[src/rtl/pmu_sum_pkg.sv]
package pmu_sum_pkg;
   localparam int NUM_CTR = 6;
   localparam int MASK_W  = NUM_CTR + 1;
   localparam int SEL_W   = 8;

   typedef logic [MASK_W-1:0] mask_t;
   typedef logic [SEL_W-1:0]  evsel_t;

   localparam evsel_t EV_INSN      = 8'h02;
   localparam evsel_t EV_CYCLE     = 8'h1E;
   localparam evsel_t EV_INSN_C1   = 8'hFE;
   localparam evsel_t EV_CYCLE_C1  = 8'hF0;
   localparam evsel_t EV_INSN_RUN  = 8'hFA;
endpackage

[src/rtl/pmu_sum_ctl.sv]
module pmu_sum_ctl #(
   parameter int          DATA_W   = 32,
   parameter logic [31:0] CTLA_RST = 32'h1
) (
   input  logic              clk,
   input  logic              rst_n,
   input  logic              wr_en,
   input  logic              wr_sel,
   input  logic [DATA_W-1:0] wr_data,
   output logic [DATA_W-1:0] ctla_q,
   output logic [DATA_W-1:0] ctlb_q
);
   if (DATA_W > 32) begin : g_bad_width
      $error("pmu_sum_ctl: DATA_W above 32 not supported");
   end

   always_ff @(posedge clk) begin
      if (!rst_n) begin
         ctla_q <= CTLA_RST[DATA_W-1:0];
         ctlb_q <= '0;
      end else if (wr_en) begin
         if (wr_sel) ctlb_q <= wr_data;
         else        ctla_q <= wr_data;
      end
   end
endmodule

[src/rtl/pmu_sum_lane.sv]
module pmu_sum_lane
   import pmu_sum_pkg::*;
#(
   parameter int LANE = 1
) (
   input  evsel_t sel,
   input  logic   enable,
   output logic   ins_hit,
   output logic   cyc_hit
);
   if (LANE < 1 || LANE > 4) begin : g_bad_lane
      $error("pmu_sum_lane: LANE must be 1..4");
   end

   if (LANE == 1) begin : g_lane1
      assign ins_hit = enable && (sel == EV_INSN || sel == EV_INSN_C1);
      assign cyc_hit = enable && (sel == EV_CYCLE || sel == EV_CYCLE_C1);
   end else if (LANE == 4) begin : g_lane4
      assign ins_hit = enable && (sel == EV_INSN || sel == EV_INSN_RUN);
      assign cyc_hit = enable && (sel == EV_CYCLE);
   end else begin : g_plain
      assign ins_hit = enable && (sel == EV_INSN);
      assign cyc_hit = enable && (sel == EV_CYCLE);
   end
endmodule

[src/rtl/pmu_sum_decode.sv]
module pmu_sum_decode
   import pmu_sum_pkg::*;
#(
   parameter int DATA_W      = 32,
   parameter int FRZ_ALL_BIT = 0,
   parameter int FRZ_LO_BIT  = 1,
   parameter int FRZ_HI_BIT  = 2,
   parameter int SEL1_LSB    = 24,
   parameter int SEL2_LSB    = 16,
   parameter int SEL3_LSB    = 8,
   parameter int SEL4_LSB    = 0
) (
   input  logic              clk,
   input  logic              rst_n,
   input  logic              wr_en,
   input  logic              wr_sel,
   input  logic [DATA_W-1:0] wr_data,
   output logic [MASK_W-1:0] ins_mask,
   output logic [MASK_W-1:0] cyc_mask,
   output logic              ins_any
);
   localparam logic [31:0] CTLA_RST = 32'(1) << FRZ_ALL_BIT;
   localparam int          LO_CTRS  = 4;

   function automatic int lsb_of(input int lane);
      case (lane)
         1:       return SEL1_LSB;
         2:       return SEL2_LSB;
         3:       return SEL3_LSB;
         default: return SEL4_LSB;
      endcase
   endfunction

   if (FRZ_ALL_BIT >= DATA_W || FRZ_LO_BIT >= DATA_W || FRZ_HI_BIT >= DATA_W) begin : g_bad_frz
      $error("pmu_sum_decode: freeze bit outside control word");
   end
   if (FRZ_ALL_BIT == FRZ_LO_BIT || FRZ_ALL_BIT == FRZ_HI_BIT || FRZ_LO_BIT == FRZ_HI_BIT) begin : g_dup_frz
      $error("pmu_sum_decode: freeze bits must be distinct");
   end

   logic [DATA_W-1:0] ctla_q, ctlb_q;

   pmu_sum_ctl #(.DATA_W(DATA_W), .CTLA_RST(CTLA_RST)) u_ctl (
      .clk     (clk),
      .rst_n   (rst_n),
      .wr_en   (wr_en),
      .wr_sel  (wr_sel),
      .wr_data (wr_data),
      .ctla_q  (ctla_q),
      .ctlb_q  (ctlb_q)
   );

   logic frz_all, frz_lo, frz_hi, lo_en, hi_en;
   assign frz_all = ctla_q[FRZ_ALL_BIT];
   assign frz_lo  = ctla_q[FRZ_LO_BIT];
   assign frz_hi  = ctla_q[FRZ_HI_BIT];
   assign lo_en   = !frz_all && !frz_lo && (ctlb_q != '0);
   assign hi_en   = !frz_all && !frz_hi;

   logic [LO_CTRS:1] lo_ins, lo_cyc;

   for (genvar l = 1; l <= LO_CTRS; l++) begin : g_lane
      localparam int LSB = lsb_of(l);
      if (LSB + SEL_W > DATA_W) begin : g_bad_field
         $error("pmu_sum_decode: select field outside control word");
      end
      pmu_sum_lane #(.LANE(l)) u_lane (
         .sel     (ctlb_q[LSB +: SEL_W]),
         .enable  (lo_en),
         .ins_hit (lo_ins[l]),
         .cyc_hit (lo_cyc[l])
      );
   end

   mask_t ins_nxt, cyc_nxt;
   always_comb begin
      ins_nxt = '0;
      cyc_nxt = '0;
      ins_nxt[LO_CTRS:1] = lo_ins;
      cyc_nxt[LO_CTRS:1] = lo_cyc;
      ins_nxt[5] = hi_en;
      cyc_nxt[6] = hi_en;
   end

   always_ff @(posedge clk) begin
      if (!rst_n) begin
         ins_mask <= '0;
         cyc_mask <= '0;
         ins_any  <= 1'b0;
      end else begin
         ins_mask <= ins_nxt;
         cyc_mask <= cyc_nxt;
         ins_any  <= |ins_nxt;
      end
   end

   // global freeze empties both masks one edge later
   p_freeze_all_r2: assert property (@(posedge clk) disable iff (!rst_n)
      frz_all |=> (ins_mask == '0 && cyc_mask == '0));

   // low-group freeze silences counters 1 to 4
   p_freeze_lo_r3: assert property (@(posedge clk) disable iff (!rst_n)
      frz_lo |=> (ins_mask[4:1] == '0 && cyc_mask[4:1] == '0));

   // high-group freeze silences counters 5 and 6
   p_freeze_hi_r7: assert property (@(posedge clk) disable iff (!rst_n)
      frz_hi |=> (!ins_mask[5] && !cyc_mask[6]));

   // a counter never appears in both masks, and bit 0 stays clear
   p_no_overlap_r8: assert property (@(posedge clk) disable iff (!rst_n)
      ((ins_mask & cyc_mask) == '0) && !ins_mask[0] && !cyc_mask[0]);

   // summary flag matches the instruction mask
   p_any_match_r9: assert property (@(posedge clk) disable iff (!rst_n)
      ins_any == (ins_mask != '0));
endmodule

[config.mk]
export PLATFORM = sky130hd
export DESIGN_NAME = pmu_sum_decode
export DESIGN_NICKNAME = d
export VERILOG_FILES = /design/src/rtl/pmu_sum_pkg.sv /design/src/rtl/pmu_sum_ctl.sv /design/src/rtl/pmu_sum_lane.sv /design/src/rtl/pmu_sum_decode.sv
export SDC_FILE = /design/constraint.sdc
export NUM_CORES = 1
export LEC_CHECK = 0
export BUFFER_PORTS_ARGS = -buffer_cell sky130_fd_sc_hd__buf_2
export CAP_MARGIN = 15
export CORE_MARGIN = 2
export CORE_UTILIZATION = 40
export CTS_CLUSTER_DIAMETER = 100
export DETAILED_ROUTE_END_ITERATION = 10
export SLEW_MARGIN = 20
export SYNTH_ARGS = -nofsm -noshare
export SYNTH_HDL_FRONTEND = slang
export SYNTH_HIERARCHICAL = 1
export SYNTH_SLANG_ARGS = --single-unit
[constraint.sdc]
create_clock -name clk -period 3 [get_ports clk]
set_clock_uncertainty 0.05 [all_clocks]
set_input_delay 0.3 -clock clk [delete_from_list [all_inputs] [get_ports clk]]
set_output_delay 0.3 -clock clk [all_outputs]
set_load 0.05 [all_outputs]
==> run summary, run 1 <==
outcome: finished, final reports clean
die height: 75.5 µm
Gates resized, CTS repair: 0
Crit path required time: 3140 ps
Cells after Synth: 228
share of cells above drive strength 1: 22.7%
Num CTS Buffers: 5
Sw Ratio: 24.4%
HP Class: primary input to flop
Routed WL: 3890 µm
share of power burned in registers: 52.6%
post-synthesis cell area: 2040 µm²
placer congestion estimate: 0.761
router iterations before antenna repair: 5
Arr. time, crit path: 2010 ps
CTS Root Cell: clkbuf_8
global-route wire length before repair: 6480 µm
max-cap check violation count: 0
Initial Util: 40.8%
DIE AREA: 5700 µm²
Bufs on Longest Clock Path: 2
all-layer global routing usage: 14.9%
crit-path max FO: 6
vias in the first global route: 1467
P per Cell Area: 526 nW/µm²
Final HPWL DP: 2850 µm
Pint: 928 µW
diode count: 0
boundary pin count: 51
CTS tree: yes
die width: 75.5 µm
Mean Syn Cell Area: 8.97 µm²
Clk network pwr share: 35.7%
Crit. End Element: flop
drt drc: 0
total chip power: 1230 µW
Fillers: 531
Worst-path clk slew: 80 ps
Layout Nets: 300
Post CTS Setup Buffer Count: 0
worst slew pin tran: 994 ps
Peak supply drop: 241 µV
Psw: 300 µW
CTS H-tree lvls: 2
TNS Setup: 0 ps
average routed wire per standard cell: 11.6 µm
Clock Latency Late Sink: 290 ps
number of core rows: 26
initial DRC count: 64
P_leak: 0.000998 µW
hold-fix buffers at CTS: 0
Buffers on Ports: 46
final hold violation count: 0
vias per inst: 4.79
count of pins over their slew limit: 0
routed vias: 1601
Worst setup SP type: flop
largest net degree at the start of global routing: 33
combinational power share: 11.8%
final worst path period need: 1870 ps
final setup fails: 0
grt total ovfl: 0
Synthesis Warnings: 6
crit share post-route: 62.5%
initial antenna violation count: 0
critical path type: flop to flop
core outline area: 5010 µm²
antenna viol nets, final: 0
Area Overhead vs Synth: 14.2%
fmax: 533 MHz
unrepaired setup endpoints after global routing: false
Clock Sinks: 45
Rel. slew slack: 33.7%
==> layout by cell type, fill, tap and decap left out <==
| cell type | count |
|---|---|
| and2_1 | 8 |
| and3_1 | 1 |
| and2b_2 | 1 |
| nor3b_1 | 1 |
| buf_4 | 2 |
| nand3_1 | 3 |
| or3_1 | 4 |
| o31a_1 | 1 |
| nand2b_1 | 2 |
| conb_1 | 4 |
| a2111oi_2 | 1 |
| inv_1 | 1 |
| nor4_1 | 7 |
| nand4_1 | 6 |
| nor2_1 | 2 |
| o21ai_0 | 1 |
| clkinv_2 | 1 |
| and2_2 | 1 |
| bufinv_16 | 1 |
| dfxtp_1 | 45 |
| nor3b_2 | 1 |
| o21ai_1 | 2 |
| buf_2 | 46 |
| o21a_1 | 2 |
| mux2i_1 | 33 |
| and4b_1 | 1 |
| clkbuf_8 | 5 |
| nor2b_1 | 2 |
| nand2_1 | 66 |
| nor4_2 | 1 |
| nor3_1 | 7 |
| or4b_1 | 2 |
| o211ai_1 | 1 |
| nand3b_1 | 2 |
==> final cells by class <==
| cell class | instances | area (µm²) | share of cell area, % |
|---|---|---|---|
| clock inverter | 2 | 35.0 | 1.50 |
| sequential | 45 | 901 | 38.6 |
| clock buffer | 5 | 68.8 | 2.95 |
| multi-input combinational | 163 | 993 | 42.6 |
| tap | 70 | 87.6 | 3.75 |
| inverter | 1 | 3.75 | 0.161 |
| timing repair buffer | 48 | 245 | 10.5 |
==> per-stage QoR <==
step / utilization (%) / area, µm² / hold slack [ps] / instances / worst slack, ps
2_1_floorplan: - / 2060 / 365 / 231 / 1270
6_report: 46.6 / 2330 / 195 / 334 / 1130
3_5_place_dp: 44.5 / 2230 / 396 / 327 / 1140
5_1_grt: 46.6 / 2330 / 188 / 334 / 987
4_1_cts: 46.6 / 2330 / 190 / 334 / 1120
3_3_place_gp: 44.5 / 2230 / 395 / 327 / 1140
==> power by group through the flow <==
stage | clock network [µW] | logic [µW] | registers, µW
4_1_cts | 447 | 146 | 646
5_1_grt | 480 | 161 | 650
3_3_place_gp | 0 | 144 | 660
3_5_place_dp | 0 | 146 | 660
6_report | 438 | 144 | 645
2_1_floorplan | 0 | 114 | 659
==> registers in the layout, indices dropped and copies added (netlist names) <==
name,flops
cyc_mask,4
ins_any,1
ins_mask,5
u_ctl/ctla_q,3
u_ctl/ctlb_q,32
==> routing by layer <==
metal	GRT usage (%)	routed length, µm
met5	0	0
met4	4.68	52
met3	4.10	185
met2	24.5	1770
met1	19.0	1880
==> critical path: stages (launching register included) <==
cell       delay [ps]
dfxtp_1           340
nor4_1            320
nand4_1           160
o21a_1            280
nand3b_1          150
a2111oi_2          60
nor2_1            100
o21ai_0            80
o31a_1            240
==> path summary, 6_finish.rpt <==
kind                                                     from                           end  slack (ps)  depth (start not counted)
worst min-delay path                               wr_data[5]  u_ctl/ctlb_q[5]$_SDFFE_PN0P_         190                          3
worst max register to register  u_ctl/ctlb_q[19]$_SDFFE_PN0P_            ins_any$_SDFF_PN0_        1130                          8
worst min register to register   u_ctl/ctla_q[2]$_SDFFE_PN0P_        ins_mask[5]$_SDFF_PN0_         410                          1
worst max-delay path            u_ctl/ctlb_q[19]$_SDFFE_PN0P_            ins_any$_SDFF_PN0_        1130                          8
(Power assumes the default switching activity.)
==> run 2, diff against run 1 <==
clock period = 1.8 ns   (was 3 ns; I/O delays follow)
==> run summary, run 2 (synthesis gave the netlist of run 1 again) <==
outcome: finished, violations left
violated checks: negative setup slack
final worst path period need: 1830 ps
Hold Crit Start: wr_data[11]
multi-input logic area: 1070 µm²
P_leak: 0.00114 µW
router iterations before antenna repair: 3
Arr. time, crit path: 2010 ps
Largest register FFs: 32
unrepaired setup endpoints after global routing: true
top flop regs: u_ctl/ctlb_q (32), ins_mask (5), cyc_mask (4)
vias in the first global route: 1699
Worst setup SP type: flop
Num CTS Buffers: 5
Largest Register: u_ctl/ctlb_q
CTS tree: yes
HP Class: primary input to flop
Area Overhead vs Synth: 27.3%
reg2reg path depth: 6
commonest non-fill, non-tap cells in the layout: 66 x nand2_1, 46 x buf_2, 39 x dfxtp_1
final setup fails: 1
largest net degree at the start of global routing: 35
core outline area: 5010 µm²
crit-path max FO: 4
P per Cell Area: 763 nW/µm²
Final HPWL DP: 3170 µm
Routed WL: 4400 µm
fmax: 546 MHz
worst flop-to-flop path startpoint: u_ctl/ctlb_q[5]$_SDFFE_PN0P_
Layout Nets: 324
placer congestion estimate: 0.773
CTS Root Cell: clkbuf_8
Clock Sinks: 45
die width: 75.5 µm
max-cap check violation count: 0
hold-fix buffers at CTS: 0
diode count: 0
met3 routed WL: 174 µm
average routed wire per standard cell: 12.3 µm
Peak supply drop: 304 µV
Bufs on Longest Clock Path: 2
WL met2: 2130 µm
WHS Endpoint: u_ctl/ctlb_q[11]$_SDFFE_PN0P_
Hold Path Depth: 3
Worst-path clk slew: 90 ps
Setup WS post-layout: -31.7 ps
Fillers: 515
Seq. cell area: 908 µm²
die height: 75.5 µm
drt drc: 0
routed vias: 1686
Crit path required time: 1980 ps
share of cells above drive strength 1: 34.6%
antenna viol nets, final: 0
R2R Setup Slk: -30 ps
global-route wire length before repair: 7330 µm
CTS H-tree lvls: 2
all-layer global routing usage: 16.6%
count of pins over their slew limit: 0
DIE AREA: 5700 µm²
initial antenna violation count: 0
Placement Setup Slack: -55.5 ps
most common cell after layout, fill and taps aside: nand2_1
r2r endpoint: ins_any$_SDFF_PN0_
met1 WL: 2070 µm
top sig layer: met4
Crit. End Element: flop
number of core rows: 26
Clock Latency Late Sink: 290 ps
initial DRC count: 74
vias per inst: 4.70
Buffers on Ports: 46
Fin Hold WS: 65.3 ps
final hold violation count: 0
Initial Util: 40.8%
grt total ovfl: 0
Setup crit start: u_ctl/ctlb_q[5]$_SDFFE_PN0P_
crit share post-route: 102%
boundary pin count: 51
critical path type: flop to flop
[run 2: cell count changes in the layout (fill, tap and decap cells not counted), moves of 2 or more]
cell     delta
buf_12      +2
buf_4      +22
dfxtp_1     -6
dfxtp_2     +6
nor4_1      -7
nor4_2      +6
or3_1       -2
or3_4       +2
[run 2: routing by layer]
layer  up-vias  GRT usage [%]
met2        32           28.1
li1        881              -
met4         0           4.48
met5         -              0
met3         2           3.84
met1       771           21.4
[run 2: what timing repair did]
action                     in CTS  in global routing
pin swaps                       6                  6
gates cloned                    0                  0
gates resized for setup        13                  6
setup buffers                   1                  0
setup endpoints to repair       1                  2
[run 2: where the power goes]
group	internal (µW)	switching [µW]
Clock	270	327
Sequential	1040	36.0
Combinational	155	158
Total	1460	521
[run 2: worst max-delay path by stage]
stage / to / cells after the start
2_1_floorplan: ins_any$_SDFF_PN0_ / 6
3_3_place_gp: ins_any$_SDFF_PN0_ / 8
3_5_place_dp: ins_any$_SDFF_PN0_ / 8
4_1_cts: ins_any$_SDFF_PN0_ / 6
5_1_grt: ins_any$_SDFF_PN0_ / 8
6_report: ins_any$_SDFF_PN0_ / 6
[run 2: area by class of cell]
class / instances / area share [%]
inverter: 1 / 0.144
sequential: 45 / 34.9
timing repair buffer: 72 / 17.3
clock inverter: 2 / 0.385
tap: 70 / 3.37
clock buffer: 6 / 2.79
multi-input combinational: 163 / 41.1
[run 2: worst max-delay path, stage by stage, from the launching register on]
cell,delay [ps]
dfxtp_2,350
or3_4,380
or3_4,340
a2111oi_4,380
nor2_1,70
o21ai_1,80
o31a_1,130
[run 2: metrics by stage]
step	total power [µW]	TNS [ps]	util [%]	cells	instance area, µm²
6_report	1990	-31.7	51.9	359	2600
5_1_grt	2090	-178	51.9	359	2600
4_1_cts	2000	-15.5	51.3	359	2570
3_5_place_dp	1390	-55.5	48.5	350	2430
3_3_place_gp	1380	-36.8	48.5	350	2430
2_1_floorplan	1290	0	-	231	2060
